--- config.mk ---
export PLATFORM = sky130hd
export DESIGN_NAME = npc_gen
export DESIGN_NICKNAME = d
export VERILOG_FILES = /design/src/rtl/npc_pkg.sv /design/src/rtl/npc_targets.sv /design/src/rtl/npc_select.sv /design/src/rtl/npc_gen.sv
export SDC_FILE = /design/constraint.sdc
export NUM_CORES = 1
export LEC_CHECK = 0
export BUFFER_PORTS_ARGS = -buffer_cell sky130_fd_sc_hd__buf_2
export CORE_MARGIN = 2
export CORE_UTILIZATION = 53
export CTS_BUF_LIST = sky130_fd_sc_hd__clkbuf_8
export DETAILED_ROUTE_END_ITERATION = 6
export GPL_TIMING_DRIVEN = 0
export PLACE_DENSITY_LB_ADDON = 0.08
export SYNTH_ARGS = -nofsm -noshare
export SYNTH_HDL_FRONTEND = slang
export SYNTH_HIERARCHICAL = 1
export SYNTH_SLANG_ARGS = --single-unit
--- constraint.sdc ---
create_clock -name clk -period 8.73 [get_ports clk]
set_clock_uncertainty 0.2 [all_clocks]
set_input_delay 0.873 -clock clk [delete_from_list [all_inputs] [get_ports clk]]
set_output_delay 0.873 -clock clk [all_outputs]
set_load 0.1 [all_outputs]
--- src/rtl/npc_pkg.sv ---
package npc_pkg;
    // Source of the next fetch address.
    typedef enum logic [1:0] {
        SRC_SEQ    = 2'd0,
        SRC_BRANCH = 2'd1,
        SRC_JUMP   = 2'd2,
        SRC_REG    = 2'd3
    } npc_src_e;
endpackage

--- src/rtl/npc_targets.sv ---
module npc_targets #(
    parameter int ADDR_W  = 32,
    parameter int INSTR_W = 32,
    parameter int OFF_W   = 16,
    parameter int IDX_W   = 26,
    parameter int STEP    = 4
) (
    input  logic [ADDR_W-1:0]  pc,
    input  logic [INSTR_W-1:0] instr,
    output logic [ADDR_W-1:0]  seq_addr,
    output logic [ADDR_W-1:0]  br_addr,
    output logic [ADDR_W-1:0]  jmp_addr
);
    localparam int SHIFT = $clog2(STEP);
    localparam int EXT_W = ADDR_W - OFF_W - SHIFT;
    localparam int UP_W  = ADDR_W - IDX_W - SHIFT;

    logic [OFF_W-1:0]  offset;
    logic [IDX_W-1:0]  index;
    logic [ADDR_W-1:0] byte_off;

    always_comb begin
        offset   = instr[OFF_W-1:0];
        index    = instr[IDX_W-1:0];
        seq_addr = pc + ADDR_W'(STEP);
        byte_off = {{EXT_W{offset[OFF_W-1]}}, offset, {SHIFT{1'b0}}};
        br_addr  = seq_addr + byte_off;
        jmp_addr = {seq_addr[ADDR_W-1 -: UP_W], index, {SHIFT{1'b0}}};
    end
endmodule

--- src/rtl/npc_select.sv ---
module npc_select
    import npc_pkg::*;
#(
    parameter int ADDR_W = 32
) (
    input  logic              br_en,
    input  logic              br_taken,
    input  logic              jmp_en,
    input  logic              jr_en,
    input  logic [ADDR_W-1:0] seq_addr,
    input  logic [ADDR_W-1:0] br_addr,
    input  logic [ADDR_W-1:0] jmp_addr,
    input  logic [ADDR_W-1:0] jr_addr,
    output npc_src_e          src,
    output logic [ADDR_W-1:0] next_addr
);
    // Priority decision: register jump, then jump, then taken branch.
    always_comb begin
        if (jr_en)                   src = SRC_REG;
        else if (jmp_en)             src = SRC_JUMP;
        else if (br_en && br_taken)  src = SRC_BRANCH;
        else                         src = SRC_SEQ;
    end

    always_comb begin
        unique case (src)
            SRC_SEQ:    next_addr = seq_addr;
            SRC_BRANCH: next_addr = br_addr;
            SRC_JUMP:   next_addr = jmp_addr;
            SRC_REG:    next_addr = jr_addr;
            default:    next_addr = seq_addr;
        endcase
    end
endmodule

--- src/rtl/npc_gen.sv ---
module npc_gen
    import npc_pkg::*;
#(
    parameter int          ADDR_W    = 32,
    parameter int          INSTR_W   = 32,
    parameter int          OFF_W     = 16,
    parameter int          IDX_W     = 26,
    parameter int          STEP      = 4,
    parameter logic [31:0] RESET_VAL = 32'h0000_0000
) (
    input  logic               clk,
    input  logic               rst,
    input  logic               hold,
    input  logic [INSTR_W-1:0] instr,
    input  logic               br_en,
    input  logic               br_taken,
    input  logic               jmp_en,
    input  logic               jr_en,
    input  logic [ADDR_W-1:0]  jr_addr,
    output logic [ADDR_W-1:0]  pc,
    output logic [ADDR_W-1:0]  pc_next,
    output logic [ADDR_W-1:0]  br_target
);
    logic [ADDR_W-1:0] seq_addr;
    logic [ADDR_W-1:0] jmp_addr;
    npc_src_e          src;

    npc_targets #(
        .ADDR_W(ADDR_W), .INSTR_W(INSTR_W), .OFF_W(OFF_W),
        .IDX_W(IDX_W), .STEP(STEP)
    ) u_targets (
        .pc       (pc),
        .instr    (instr),
        .seq_addr (seq_addr),
        .br_addr  (br_target),
        .jmp_addr (jmp_addr)
    );

    npc_select #(.ADDR_W(ADDR_W)) u_select (
        .br_en     (br_en),
        .br_taken  (br_taken),
        .jmp_en    (jmp_en),
        .jr_en     (jr_en),
        .seq_addr  (seq_addr),
        .br_addr   (br_target),
        .jmp_addr  (jmp_addr),
        .jr_addr   (jr_addr),
        .src       (src),
        .next_addr (pc_next)
    );

    always_ff @(posedge clk) begin
        if (rst)        pc <= RESET_VAL[ADDR_W-1:0];
        else if (!hold) pc <= pc_next;
    end
endmodule

Word-level counts from Yosys, hierarchy flattened
Cells that the tools add are included.
{ "word_totals": {"register_bits": 32, "in_bits": 71, "elab_cells": 12} }
{ "op_classes": {"add_sub_neg": 2, "eq_ne": 3, "mux": 4, "n_reduce_logical": 2} }
{ "op_table": {"columns": ["cell", "n"], "rows": [
  ["$pmux W32 S4", 1],
  ["$add A32 B3 Y32 const B", 1],
  ["$add A32 B32 Y32", 1],
  ["$eq A2 B2 Y1 const B", 2],
  ["$mux W2", 2],
  ["$eq A2 B1 Y1 const B", 1],
  ["$logic_not A2 Y1", 1],
  ["$logic_and A1 B1 Y1", 1],
  ["$mux W1", 1]
]} }

Longest topological paths before layout
{ "depth": {"word_depth": 6, "ltp_mapped": 18, "ltp_nobuf": 16} }

Cells and area by module
The synthesis kept the hierarchy.
{ "modules_own_cells": {"columns": ["mod", "n_inst", "cells_per_inst", "area_per_inst_um2"], "rows": [
  ["npc_targets", 1, 391, 2668.8],
  ["npc_gen", 1, 103, 1163.6],
  ["npc_select", 1, 119, 817.0]
]} }

Worst setup path before layout
Ideal clock, no wire load.
{ "synth_path": {"path_kind": "register to output", "startpoint": "register pc[8]", "endpoint": "output port pc_next[27]", "arrival_ps": 7491, "required_ps": 7657, "slack_ps": 166, "stages_incl_launch_ff": 15, "path_buffers": 2, "cell_sequence": "dfxtp_1 -> nand4_1 -> nor2_1 -> and4_1 -> clkbuf_1 -> nand3_1 -> xnor2_1 -> ha_1 -> clkbuf_1 -> nand4_1 -> nor3_1 -> a31oi_1 -> nor4_1 -> a22oi_1 -> nand2_1"} }
{ "synth_between": {"elab_chain_len": 3} }
{ "synth_rtl": {"columns": ["item", "line", "source"], "rows": [
  ["start: declaration", "npc_gen.sv:20", "output logic [ADDR_W-1:0] pc,"],
  ["start signal: assignment", "npc_gen.sv:53", "if (rst) pc <= RESET_VAL[ADDR_W-1:0];"],
  ["start signal: assignment", "npc_gen.sv:54", "else if (!hold) pc <= pc_next;"],
  ["$add A32 B3 Y32", "npc_targets.sv:25", "seq_addr = pc + ADDR_W'(STEP);"],
  ["named net seq_addr[22]", "npc_gen.sv:24", "logic [ADDR_W-1:0] seq_addr;"],
  ["$add A32 B32 Y32", "npc_targets.sv:27", "br_addr = seq_addr + byte_off;"],
  ["named net br_target[27]", "npc_gen.sv:22", "output logic [ADDR_W-1:0] br_target"],
  ["$pmux W32 S4", "npc_select.sv:26", "unique case (src)"],
  ["end: declaration", "npc_gen.sv:21", "output logic [ADDR_W-1:0] pc_next,"]
]} }
The timed path passes the listed nets, and every way through them passes these cells.

Final worst setup path
{ "layout_path": {"startpoint": "register pc[8]", "endpoint": "output port pc_next[28]"} }
{ "layout_between": {"elab_chain_len": 3} }
{ "layout_rtl": {"columns": ["item", "line"], "rows": [
  ["$add A32 B3 Y32", "npc_targets.sv:25"],
  ["named net seq_addr[25]", "npc_gen.sv:24"],
  ["$add A32 B32 Y32", "npc_targets.sv:27"],
  ["$pmux W32 S4", "npc_select.sv:26"]
]} }
The timed path passes the listed nets, and every way through them passes these cells.

==> results.tsv <==
stage	metric	value	unit
routing	routed_via_density	5.98	
worst_setup_path	path_class	reg -> out	
final_layout	final_cells	876	
final_layout	largest_registers	pc: 32 flops	
final_layout	finalNetCount	872	
power	clkPwrFrac	14.6	%
timing	post-route-period-util	74.7	%
worst_setup_path	critPathBufInv	3	
grt	grt_antenna_before_repair	0	
routing	drcViolationCount	0	
routing	wirelength	16.3	mm
final_layout	regMostFlops	pc	
power	pwr-share-seq	16.5	%
power	power.total	1.03	mW
clock_network	cts_tree	built	
timing	finalHoldViolCount	0	
clock_network	clk_latency	0.29	ns
routing	final_antenna_net_count	0	
timing	worst_slew_pin_slew	0.848	ns
clock_network	cts_made_buffers	5	
grt	use_met1	43.1	%
power	power.internal	0.384	mW
placed_design	io_buffers	148	
routing	first_pass_iters	7	
grt	busiest_layer	met2	
clock_network	ctsResizeCount	0	
floorplan	rows	34	
hold_path	hold_path_class	reg -> reg	
power	vdd_drop_max	110	uV
synth	synth_cells	611	
final_layout	synthToLayoutAreaGrowth	21.3	%
floorplan	core_area	0.00859	sq mm
clock_network	hold_buffers	0	
floorplan	die_x	97.6	microns
timing	setup_viol	0	
power	combPwrFrac	68.9	%
floorplan	ios	167	
grt	grtUsageMet2	54.3	%
power	switching_share	62.6	%
power	p_sw	0.644	mW
floorplan	start_util	54.0	%
clock_network	post_cts_buffers	0	
worst_setup_path	cpLargestDelayFamily	simple AND/OR/NAND/NOR gates	
clock_network	clockBufferDepth	2	
synth	syn_avg_cell_area	7.59	sq um
final_layout	drive_gt1_share	28.0	%
clock_network	htreeDepth	2	
final_layout	final_core_util	65.5	%
grt	grt_pass1_vias	4941	
worst_setup_path	crit_path_end_kind	output port	
final_layout	fill_cells	797	
final_layout	multi_input_area	0.00343	sq mm
placed_design	place.gp.congestion	0.943	
hold_path	min_from	pc[0]	
grt	grt_max_degree	17	
worst_setup_path	path_cells	nand4_1 > nor2_1 > and4_1 > clkbuf_1 > nand3_1 > xnor2_1 > ha_1 > clkbuf_1 > a21oi_1 > o21ai_0 > or3_1 > nor4_1 > nor2_1 > xor2_1 > a222oi_1 > mux2i_1 > buf_2	
placed_design	hpwl	12.6	mm
status	status	finished clean	
timing	final-max-slew-violation-count	0	
flow_run	drv_cap	0	
clock_network	ctsRootBufferMaster	clkbuf_8	
floorplan	dieArea	0.00952	sq mm
final_layout	layout.area.seq	641	sq um
hold_path	hold_path_depth	2	
routing	num_vias	5240	
worst_setup_path	r2r_setup_slack	3.55	ns
grt	grt-ovfl-total	0	
power	leakage	2.76	nW
worst_setup_path	worstSetupStartpoint	pc[8]	
routing	drt_iter0_markers	365	
synth	syn_area	0.00464	sq mm
worst_setup_path	max_stage_delay	0.48	ns
grt	gr-usage-met3	5.32	%
grt	grt_pass1_wl	25.0	mm
power	power_per_cell_area	183	mW/mm^2
final_layout	largest_reg_flops	32	
timing	fmax	0.153	GHz
floorplan	die_h	97.6	microns
routing	wl_per_cell	18.6	microns
clock_network	cts.sinks	32	
timing	relSlewSlack	43.0	%
timing	fin_crit	6.52	ns
final_layout	diodes	0	
synth	yosysWarnings	6	
worst_setup_path	reg2reg_depth	18	
worst_setup_path	setup.worst_path.start_class	register	
worst_setup_path	r2r_start	pc[8]	
worst_setup_path	cp.required	7.66	ns
worst_setup_path	slowest_stage	dfxtp_1	
timing	tns	0	ns
timing	rsz0062_at_grt	false	
worst_setup_path	reg2reg_to	pc[28]	
worst_setup_path	worstPathArrival	5.45	ns
clock_network	clk_pin_slew	0.08	ns
hold_path	hold_path_end	pc[0]	
placed_design	dp.cells	868	
worst_setup_path	cp_max_fo	10	
grt	grt_usage	32.6	%
## worst max-delay path by stage
| stage | end | slack, ns | cells after the start |
|---|---|---|---|
| floorplan | pc_next[27] | 0.17 | 14 |
| global placement | pc_next[28] | 2.81 | 17 |
| detailed placement | pc_next[28] | 2.76 | 16 |
| CTS | pc_next[28] | 2.42 | 17 |
| global route | pc_next[28] | 1.90 | 17 |
| finish | pc_next[28] | 2.21 | 17 |
## power groups by stage
| stage | Sequential [mW] | Combinational, mW | Clock (mW) |
|---|---|---|---|
| after CTS | 0.169 | 0.705 | 0.153 |
| after global placement | 0.172 | 0.698 | 0 |
| after global routing | 0.172 | 0.738 | 0.160 |
| final | 0.169 | 0.709 | 0.150 |
| after floorplan | 0.237 | 0.522 | 0 |
| after detailed placement | 0.173 | 0.703 | 0 |
## per-stage QoR
| stage | instance area, sq um | hold WS (ns) | setup slack, ns |
|---|---|---|---|
| detailed placement | 5520 | 0.347 | 2.76 |
| finish | 5630 | 0.367 | 2.21 |
| global placement | 5520 | 0.324 | 2.81 |
| floorplan | 4640 | 0.745 | 0.166 |
| CTS | 5630 | 0.363 | 2.42 |
| global route | 5630 | 0.394 | 1.90 |
## per-layer routing
metal  vias to the layer above  share of wire [%]
met3                        20                9.0
met1                      2441                 42
met4                         0                2.1
met5                         -                  0
met2                       257                 46
li1                       2522                  -
## tightest hold or removal path: stages, from the launching register on
cell     delay, ns
dfxtp_1       0.37
mux2i_1       0.09
nor2_1        0.08
## final cells by class
type	instances	area share, %
buffer	70	8.67
clock buffer	5	1.22
clock inverter	3	0.690
inverter	23	1.53
multi-input combinational	487	60.9
sequential	32	11.4
tap	108	2.40
timing repair buffer	148	13.2
## cell usage in the layout (no fill, tap or decap), types with 4 or more instances in the layout
master / n
a211oi_1: 5
a21o_1: 7
a21oi_1: 29
a222oi_1: 14
a22oi_1: 36
a31oi_1: 4
and3_1: 10
and4_1: 4
buf_2: 156
buf_4: 36
buf_6: 4
clkbuf_1: 18
clkbuf_8: 5
dfxtp_1: 32
ha_1: 33
inv_1: 24
mux2i_1: 47
nand2_1: 47
nand3_1: 23
nand4_1: 15
nor2_1: 63
nor2b_1: 5
nor3_1: 13
o21ai_0: 23
o21bai_1: 7
or3_1: 5
xnor2_1: 38
xor2_1: 14
Power figures use the tool's default switching activity.
